$ cat src/rtl/fpx_pkg.sv
package fpx_pkg;

  typedef enum logic [1:0] {
    RE1_RES   = 2'd0,
    RE1_A     = 2'd1,
    RE1_BHALF = 2'd2,
    RE1_ZERO  = 2'd3
  } re_op1_e;

  typedef enum logic [1:0] {
    RE2_DIFF  = 2'd0,
    RE2_B     = 2'd1,
    RE2_C     = 2'd2,
    RE2_KON   = 2'd3
  } re_op2_e;

  typedef enum logic [1:0] {
    SH1_DIFF  = 2'd0,
    SH1_B     = 2'd1,
    SH1_SHIFT = 2'd2,
    SH1_ZERO  = 2'd3
  } sh_op1_e;

  typedef enum logic {
    SH2_A     = 1'b0,
    SH2_KON   = 1'b1
  } sh_op2_e;

  // Constant table variants
  localparam int KON_VARIANT_EXP   = 0;
  localparam int KON_VARIANT_SHIFT = 1;

  // Number of defined codes in the shift constant table
  localparam int SHIFT_KON_CODES = 10;

endpackage

$ cat src/rtl/fpx_const_gen.sv
module fpx_const_gen #(
  parameter int EW       = 13,
  parameter int SELW     = 4,
  parameter int VARIANT  = 0,
  parameter int MAX_EXP  = 1023,
  parameter int MIN_EXP  = -1022,
  parameter int OVF_BIAS = 1536
) (
  input  logic [SELW-1:0] sel,
  output logic [EW-1:0]   kon
);
  import fpx_pkg::*;

  localparam logic [EW-1:0] K_MAX  = EW'(MAX_EXP);
  localparam logic [EW-1:0] K_MIN  = EW'(MIN_EXP);
  localparam logic [EW-1:0] K_BIAS = EW'(OVF_BIAS);

  generate
    if (VARIANT == KON_VARIANT_EXP) begin : g_exp_table
      always_comb begin
        case (sel[1:0])
          2'd0:    kon = '0;
          2'd1:    kon = EW'(56);
          2'd2:    kon = K_MAX;
          default: kon = K_BIAS;
        endcase
      end
    end else begin : g_shift_table
      always_comb begin
        case (sel)
          SELW'(0): kon = '0;
          SELW'(1): kon = EW'(1);
          SELW'(2): kon = EW'(4);
          SELW'(3): kon = EW'(8);
          SELW'(4): kon = EW'(32);
          SELW'(5): kon = EW'(52);
          SELW'(6): kon = EW'(56);
          SELW'(7): kon = EW'(63);
          SELW'(8): kon = EW'(64);
          SELW'(9): kon = K_MIN;
          default:  kon = '0;
        endcase
      end
    end
  endgenerate

endmodule

$ cat src/rtl/fpx_sel4.sv
module fpx_sel4 #(
  parameter int EW = 13
) (
  input  logic [1:0]    sel,
  input  logic [EW-1:0] in0,
  input  logic [EW-1:0] in1,
  input  logic [EW-1:0] in2,
  input  logic [EW-1:0] in3,
  output logic [EW-1:0] out
);
  always_comb begin
    case (sel)
      2'd0:    out = in0;
      2'd1:    out = in1;
      2'd2:    out = in2;
      default: out = in3;
    endcase
  end
endmodule

$ cat src/rtl/fpx_negadd.sv
module fpx_negadd #(
  parameter int EW = 13
) (
  input  logic [EW-1:0] opa,
  input  logic [EW-1:0] opb,
  input  logic          neg_a,
  input  logic          neg_b,
  output logic [EW-1:0] sum,
  output logic          both_neg
);
  // Conditional inversion; the +1 of the two's complement rides on carry-in.
  function automatic logic [EW-1:0] cond_inv(input logic [EW-1:0] v, input logic inv);
    return inv ? ~v : v;
  endfunction

  function automatic logic [EW-1:0] add_cin(input logic [EW-1:0] x,
                                            input logic [EW-1:0] y,
                                            input logic          cin);
    logic [EW:0] full;
    full = {1'b0, x} + {1'b0, y} + {{EW{1'b0}}, cin};
    return full[EW-1:0];
  endfunction

  logic [EW-1:0] opa_m, opb_m;
  logic          carry_in;

  assign opa_m    = cond_inv(opa, neg_a);
  assign opb_m    = cond_inv(opb, neg_b);
  assign carry_in = neg_a | neg_b;
  assign sum      = add_cin(opa_m, opb_m, carry_in);
  assign both_neg = neg_a & neg_b;

endmodule

$ cat src/rtl/fpu_expo_path.sv
module fpu_expo_path #(
  parameter int EW       = 13,
  parameter int LZW      = 7,
  parameter int MAX_EXP  = 1023,
  parameter int MIN_EXP  = -1022,
  parameter int OVF_BIAS = 1536
) (
  input  logic           clk,
  input  logic           rst,
  input  logic [1:0]     re_op1_sel,
  input  logic           re_op1_neg,
  input  logic [1:0]     re_op2_sel,
  input  logic [1:0]     re_kon_sel,
  input  logic           re_op2_neg,
  input  logic           re_load,
  input  logic [1:0]     sh_op1_sel,
  input  logic           sh_op1_neg,
  input  logic           sh_op2_sel,
  input  logic [3:0]     sh_kon_sel,
  input  logic           sh_op2_neg,
  input  logic           sh_use_lzc,
  input  logic           sh_load,
  input  logic [EW-1:0]  a_exp,
  input  logic [EW-1:0]  b_exp,
  input  logic [EW-1:0]  c_exp,
  input  logic [LZW-1:0] lzc_cnt,
  output logic [EW-1:0]  res_exp,
  output logic [EW-1:0]  shift_amt
);
  import fpx_pkg::*;

  localparam int PADW = EW - LZW;

  function automatic logic [EW-1:0] halve_signed(input logic [EW-1:0] v);
    return {v[EW-1], v[EW-1:1]};
  endfunction

  function automatic logic [EW-1:0] diff_of(input logic [EW-1:0] x, input logic [EW-1:0] y);
    return x - y;
  endfunction

  function automatic logic [EW-1:0] widen_lzc(input logic [LZW-1:0] v);
    return {{PADW{1'b0}}, v};
  endfunction

  // Named internal events for the checker
  logic [EW-1:0] diff_exp;
  logic [EW-1:0] b_half;
  logic [EW-1:0] re_kon, sh_kon;
  logic [EW-1:0] re_opa, re_opb, sh_opa, sh_opb;
  logic [EW-1:0] re_sum, sh_sum;
  logic [EW-1:0] sh_next;
  logic [EW-1:0] lzc_wide;
  logic          re_both_neg, sh_both_neg;

  assign diff_exp = diff_of(res_exp, shift_amt);
  assign b_half   = halve_signed(b_exp);
  assign lzc_wide = widen_lzc(lzc_cnt);

  // Constant generators
  fpx_const_gen #(
    .EW(EW), .SELW(2), .VARIANT(KON_VARIANT_EXP),
    .MAX_EXP(MAX_EXP), .MIN_EXP(MIN_EXP), .OVF_BIAS(OVF_BIAS)
  ) u_re_kon (
    .sel(re_kon_sel),
    .kon(re_kon)
  );

  fpx_const_gen #(
    .EW(EW), .SELW(4), .VARIANT(KON_VARIANT_SHIFT),
    .MAX_EXP(MAX_EXP), .MIN_EXP(MIN_EXP), .OVF_BIAS(OVF_BIAS)
  ) u_sh_kon (
    .sel(sh_kon_sel),
    .kon(sh_kon)
  );

  // Exponent operand muxes
  fpx_sel4 #(.EW(EW)) u_re_mux_a (
    .sel(re_op1_sel),
    .in0(res_exp), .in1(a_exp), .in2(b_half), .in3('0),
    .out(re_opa)
  );

  fpx_sel4 #(.EW(EW)) u_re_mux_b (
    .sel(re_op2_sel),
    .in0(diff_exp), .in1(b_exp), .in2(c_exp), .in3(re_kon),
    .out(re_opb)
  );

  // Shift operand muxes
  fpx_sel4 #(.EW(EW)) u_sh_mux_a (
    .sel(sh_op1_sel),
    .in0(diff_exp), .in1(b_exp), .in2(shift_amt), .in3('0),
    .out(sh_opa)
  );

  assign sh_opb = (sh_op2_e'(sh_op2_sel) == SH2_KON) ? sh_kon : a_exp;

  // Adders
  fpx_negadd #(.EW(EW)) u_re_add (
    .opa(re_opa), .opb(re_opb),
    .neg_a(re_op1_neg), .neg_b(re_op2_neg),
    .sum(re_sum), .both_neg(re_both_neg)
  );

  fpx_negadd #(.EW(EW)) u_sh_add (
    .opa(sh_opa), .opb(sh_opb),
    .neg_a(sh_op1_neg), .neg_b(sh_op2_neg),
    .sum(sh_sum), .both_neg(sh_both_neg)
  );

  // Post-adder select: the leading-zero count bypasses the adder
  assign sh_next = sh_use_lzc ? lzc_wide : sh_sum;

  // Registers
  always_ff @(posedge clk) begin
    if (rst) begin
      res_exp <= '0;
    end else if (re_load) begin
      res_exp <= re_sum;
    end
  end

  always_ff @(posedge clk) begin
    if (rst) begin
      shift_amt <= '0;
    end else if (sh_load) begin
      shift_amt <= sh_next;
    end
  end

endmodule

$ cat config.mk
export PLATFORM = sky130hd
export DESIGN_NAME = fpu_expo_path
export DESIGN_NICKNAME = d
export VERILOG_FILES = /design/src/rtl/fpx_pkg.sv /design/src/rtl/fpx_const_gen.sv /design/src/rtl/fpx_sel4.sv /design/src/rtl/fpx_negadd.sv /design/src/rtl/fpu_expo_path.sv
export SDC_FILE = /design/constraint.sdc
export NUM_CORES = 1
export LEC_CHECK = 0
export ABC_AREA = 1
export BUFFER_PORTS_ARGS = -buffer_cell sky130_fd_sc_hd__buf_4
export CORE_MARGIN = 4
export CORE_UTILIZATION = 40
export DETAILED_ROUTE_END_ITERATION = 7
export HOLD_SLACK_MARGIN = 0.08
export PLACE_DENSITY = 0.59
export RECOVER_POWER = 100
export SYNTH_ARGS = -nofsm -noshare
export SYNTH_HDL_FRONTEND = slang
export SYNTH_SLANG_ARGS = --single-unit
$ cat constraint.sdc
create_clock -name clk -period 9.53 [get_ports clk]
set_clock_uncertainty 0.1 [all_clocks]
set_input_delay 0.4765 -clock clk [delete_from_list [all_inputs] [get_ports clk]]
set_output_delay 0.4765 -clock clk [all_outputs]
set_load 0.005 [all_outputs]
Word level (Yosys, flattened, before mapping)
Memory sizes are Yosys's and may differ from the RTL's.
Cells that the tools add are included.

operators by class
  $add $sub $neg = 5
  multiply operators = 0
  div/mod/pow operators = 0
  $lt $le $gt $ge = 0
  eq/ne operators = 8
  shifts and indexed selects = 0
  multiplexer cells = 10
  bitwise operators = 6
  reductions and logical operators = 4

operator list
  kind                                                              number
  13-bit one-hot mux with 3 select lines                            3
  13-bit 2-to-1 mux                                                 6
  13-bit inverter                                                   4
  11-bit one-hot mux with 3 select lines                            1
  13-bit by 1-bit adder with 13-bit output                          2
  13-bit adder                                                      2
  13-bit subtractor                                                 1
  2-bit by 1-bit == test with 1-bit output (second input constant)  4
  2-bit == test (second input constant)                             4
  2-bit logical NOT                                                 4
  1-bit bitwise OR                                                  2

word-level totals
  register bits after elaboration = 26
  latch bits = 0
  memory bits (writable) = 0
  bits in read-only memories = 160
  input port bits = 68
  output and inout port bits = 26
  logic and storage cells = 36
  memories kept = 1

memory list
  name              words  width  read ports  clocked after Yosys merged registers in  write ports  RTL line             RTL
  (name not given)  16     10     1           0                                        0            fpx_const_gen.sv:30  case (sel)

Logic depth before layout (Yosys ltp)
  depth in word-level cells = 7
  depth in mapped cells = 24
  gate-level depth less buffers = 24

By module
Synthesis repeated with hierarchy kept, for this count alone.

second synthesis, totals
  cells, all modules = 969
  area total of the unflattened synthesis = 5,870.6 um^2

modules (own cells, without submodules)
  module                     instances  cells an instance  area an instance (um^2)  sequential area each (um^2)
  fpu_expo_path              1          306                1,978.1                  520.5
  fpx_sel4                   3          77                 491.7                    0.0
  fpx_negadd at u_re_add     1          192                1,081.0                  0.0
  fpx_negadd at u_sh_add     1          192                1,071.0                  0.0
  fpx_const_gen at u_sh_kon  1          31                 150.1                    0.0
  fpx_const_gen at u_re_kon  1          17                 115.1                    0.0

Worst setup path after synthesis
No wires, ideal clock.

  path kind = reg-to-reg
  from = register res_exp[0]
  to = register res_exp[10]
  library setup time = 0.113 ns
  arrival time = 3.074 ns
  required time = 9.317 ns
  path slack = 6.244 ns
  stages on the path, launching flop included = 22
  path buffers = 0
  period minus slack after synthesis = 3.286 ns
  cells stage by stage = dfxtp_1 inv_1 ha_1 fa_1 inv_1 nand2_1 a21oi_4 a21oi_1 xnor2_1 nand2_1 o21ai_0 nand2_1 xor2_1 ha_1 nand2_1 o21ai_0 a21oi_2 o21bai_1 or2_0 nand3_1 o211ai_2 inv_2

between the ends
  word-level cells in the longest chain between the ends = 6
  elaborated cells on any way between the ends = 9
  classes of those cells = add/sub: 3; mux: 4; bitwise: 2

RTL lines
  item                                          RTL line              RTL
  from (decl)                                   fpu_expo_path.sv:27   output logic [EW-1:0] res_exp,
  from (signal assigned)                        fpu_expo_path.sv:120  res_exp <= re_sum;
  13-bit subtractor                             fpu_expo_path.sv:39   return x - y;
  13-bit one-hot mux with 3 select lines        fpx_sel4.sv:12        case (sel)
  13-bit inverter                               fpx_negadd.sv:13      return inv ? ~v : v;
  13-bit 2-to-1 mux                             fpx_negadd.sv:13
  13-bit adder (*)                              fpx_negadd.sv:20      full = {1'b0, x} + {1'b0, y} + {{EW{1'b0}}, cin};
  13-bit by 1-bit adder with 13-bit output (*)  fpx_negadd.sv:20

Mark *: on every way between the ends. The rest lies on a longest branch, timed or not.
A chain may end at the register's enable or synchronous reset.

Final worst setup path
  from = register res_exp[0]
  to = register res_exp[12]

Same word-level chain as after synthesis.

==> flow_summary.toml <==
[floorplan]
initial_utilization = 0.413
io_pins = 94
core-area_mm2 = 0.0104
rows = 37
die_area_mm2 = 0.0125
dieHeight_um = 112
die_x_um = 112

[pwr]
vdd_drop_max_mv = 0.0702
p_leak_nw = 2.55
power_w = 0.000880
p_per_area_mw_per_mm2 = 172
power_switching_w = 0.000454
power_frac_seq = 0.173
pwr-share-clk = 0.091
combPwrFrac = 0.736
switching_share = 0.516
p_int_w = 0.000426

[global_routing]
first_global_vias = 4461
grt_start_max_net_pins = 22
antenna_found_initial = 0
grt_pass1_wl_mm = 22.8
grt.total_usage = 0.223
grt_overflow_total = 0

[critical_path]
cp_max_fo = 4
cp_cell_sequence = "inv_1 -> ha_1 -> fa_1 -> inv_1 -> nand2_1 -> a21oi_1 -> a21oi_1 -> nor2_1 -> nor2_2 -> xor2_1 -> nand2_1 -> o2111ai_1 -> nand2_1 -> ha_1 -> inv_1 -> nor3_1 -> nand2_1 -> nand3_1 -> a31oi_1 -> nand2_1 -> nand2_1 -> o21ai_0 -> inv_1"
arrival_ns = 4.06
critical_path.top_delay_family = "simple AND/OR/NAND/NOR gates"
critPathKind = "register to register"
critPathMaxStageDelay_ns = 0.42
cp_common_cell = "nand2_1"
crit_cells = 23
critPathBufInv = 4
endpoint_kind = "register"
cp_data_required_time_ns = 9.63
reg2reg_depth = 23
slowest_stage = "fa_1"
critPathLaunchType = "register"

[sta]
period_needed_ns = 3.97
setup_violations = 0
hold_viol = 0
rsz0062_at_grt = "no"
relSlewSlack = 0.651
setup_tns_ns = 0
worst_pin_slew_ns = 0.523
fmax_mhz = 252
slew_viol_final = 0
period_share = 0.416

[clock_tree]
holdBufCountCts = 0
numCtsBuffers = 3
clk_pin_slew_ns = 0.11
clockBufferDepth = 2
cts-root-buf = "clkbuf_8"
cts_setup_buffers = 0
cts_resized = 0
cts.sinks = 26
cts_tree = "yes"
clock_latency_ns = 0.29
cts_max_level = 1

[yosys]
async_flop_share = 0
ys_types = 48
synth_nets = 786
avgSynthCellArea_um2 = 6.35
synth_ff_type = "dfxtp_1"
ys_ff_latch = 26
synth.yosys.seq_area_share = 0.121
synth.cell_area_mm2 = 0.00430
synth_cells = 677
ys_warn_count = 0
synth-edff-count = 0

[cells_and_area]
final_nets = 868
multi_input_area_mm2 = 0.00326
drive_above_1_share = 0.175
diodes = 0
n_fill_cell = 1108
area_growth_pct = 19.1
fin_util = 0.491
regArea_um2 = 520

[flow_run]
drv_cap = 0

[drt]
drc = 0
drt_iter0_markers = 353
drt_pre_antenna_iters = 6
via_count = 4776
wire_per_inst_um = 16.0
antenna_left = 0
wl_mm = 14.3
via_per_inst = 5.34

[placement]
dpl.hpwl_mm = 12.3
gp_congestion = 0.966
port_buffers = 93

[min_path]
hold_path_depth = 3
min_path_type = "input port to register"

[run_status]
outcome = "finished, final reports clean"
-- power by group through the flow --
stage	Combinational [W]	Clock [W]	Sequential [W]
2_1_floorplan	0.000487	0	0.000147
3_3_place_gp	0.000644	0	0.000155
3_5_place_dp	0.000651	0	0.000155
4_1_cts	0.000656	0.0000821	0.000153
5_1_grt	0.000732	0.0000852	0.000155
6_report	0.000648	0.0000799	0.000152
-- logic make-up after synthesis --
logic type,after synthesis,synth area share
and+or+nand+nor,259,0.267
AOI/OAI and AO/OA,163,0.238
buffers and inverters,123,0.112
xor gates and xnor gates,65,0.134
adders and majority gates,41,0.128
DFF,26,0.121
-- layer usage --
layer / part of all wire / global-route usage / vias up / routed length [um]
met5: 0 / 0 / - / 0
met4: 0.013 / 0.0462 / 0 / 192
met3: 0.069 / 0.0239 / 16 / 990
met2: 0.45 / 0.356 / 195 / 6450
met1: 0.47 / 0.324 / 2150 / 6650
li1: - / - / 2415 / -
-- placed cells by master (no fill, tap or decap), types with 26 or more instances in the layout --
cell type	Yosys	layout
a21oi_1	49	53
buf_4	1	68
clkbuf_4	0	27
dfxtp_1	26	26
ha_1	36	36
inv_1	96	96
nand2_1	145	145
nand3_1	32	32
nor2_1	45	45
o21ai_0	47	50
xor2_1	56	56
-- through the flow --
| step | std cells | instance area (um^2) | setup WS (ns) | hold WS [ns] |
|---|---|---|---|---|
| 2_1_floorplan | 677 | 4300 | 6.24 | 0.375 |
| 4_1_cts | 894 | 5150 | 5.83 | 0.360 |
| 3_5_place_dp | 890 | 5090 | 5.86 | 0.386 |
| 6_report | 894 | 5120 | 5.56 | 0.369 |
| 5_1_grt | 894 | 5120 | 5.20 | 0.397 |
| 3_3_place_gp | 890 | 5090 | 5.93 | 0.375 |
-- path summary, 6_finish.rpt --
path / slack, ns / start / endpoint
max: 5.56 / res_exp[0]$_SDFFE_PP0P_ / res_exp[12]$_SDFFE_PP0P_
min: 0.37 / lzc_cnt[1] / shift_amt[1]$_SDFFE_PP0P_
max reg2reg: 5.56 / res_exp[0]$_SDFFE_PP0P_ / res_exp[12]$_SDFFE_PP0P_
min reg2reg: 0.39 / shift_amt[3]$_SDFFE_PP0P_ / shift_amt[3]$_SDFFE_PP0P_
-- state kept, by name, indices dropped and copies added (netlist names) --
| register | cells |
|---|---|
| res_exp | 13 |
| shift_amt | 13 |
-- worst reg2reg max path, cell delays in order (launching register included) --
cell and delay (ns):
dfxtp_1 0.38, inv_1 0.07, ha_1 0.24, fa_1 0.42
inv_1 0.08, nand2_1 0.05, a21oi_1 0.38, a21oi_1 0.19
nor2_1 0.17, nor2_2 0.05, xor2_1 0.16, nand2_1 0.11
o2111ai_1 0.11, nand2_1 0.08, ha_1 0.34, inv_1 0.08
nor3_1 0.28, nand2_1 0.10, nand3_1 0.10, a31oi_1 0.07
nand2_1 0.10, nand2_1 0.04, o21ai_0 0.14, inv_1 0.05
-- final cells by class --
cell class                      instances  share of cell area
Multi-Input combinational cell        528               0.637
Timing Repair Buffer                   95               0.139
Sequential cell                        26               0.102
Inverter                              105              0.0775
Tap cell                              136              0.0333
Clock buffer                            4              0.0108
-- cell usage after synthesis, types with 3 or more instances --
| library cell | instances | area, um^2 |
|---|---|---|
| nand2_1 | 145 | 544 |
| inv_1 | 96 | 360 |
| xor2_1 | 56 | 490 |
| a21oi_1 | 49 | 245 |
| o21ai_0 | 47 | 235 |
| nor2_1 | 45 | 169 |
| ha_1 | 36 | 450 |
| nand3_1 | 32 | 160 |
| dfxtp_1 | 26 | 521 |
| o221ai_1 | 14 | 123 |
| clkbuf_1 | 10 | 37.5 |
| o211ai_1 | 8 | 60.1 |
| xnor2_1 | 8 | 70.1 |
| a21oi_2 | 6 | 52.6 |
| buf_2 | 6 | 30.0 |
| nand2_2 | 6 | 37.5 |
| a221oi_1 | 5 | 43.8 |
| a31oi_1 | 5 | 31.3 |
| fa_1 | 5 | 100 |
| inv_2 | 5 | 18.8 |
| nor3_1 | 5 | 25.0 |
| o21bai_1 | 5 | 37.5 |
| o22ai_1 | 5 | 31.3 |
| nand3_2 | 4 | 40.0 |
| nor2_2 | 4 | 25.0 |
| nor2_4 | 4 | 45.0 |
| o21ai_1 | 4 | 20.0 |
| a21boi_0 | 3 | 22.5 |
| clkinv_1 | 3 | 11.3 |
| nand3b_1 | 3 | 22.5 |
| or2_1 | 3 | 18.8 |
| or2_2 | 3 | 18.8 |
Note: power is estimated with default switching activity, not from simulation.
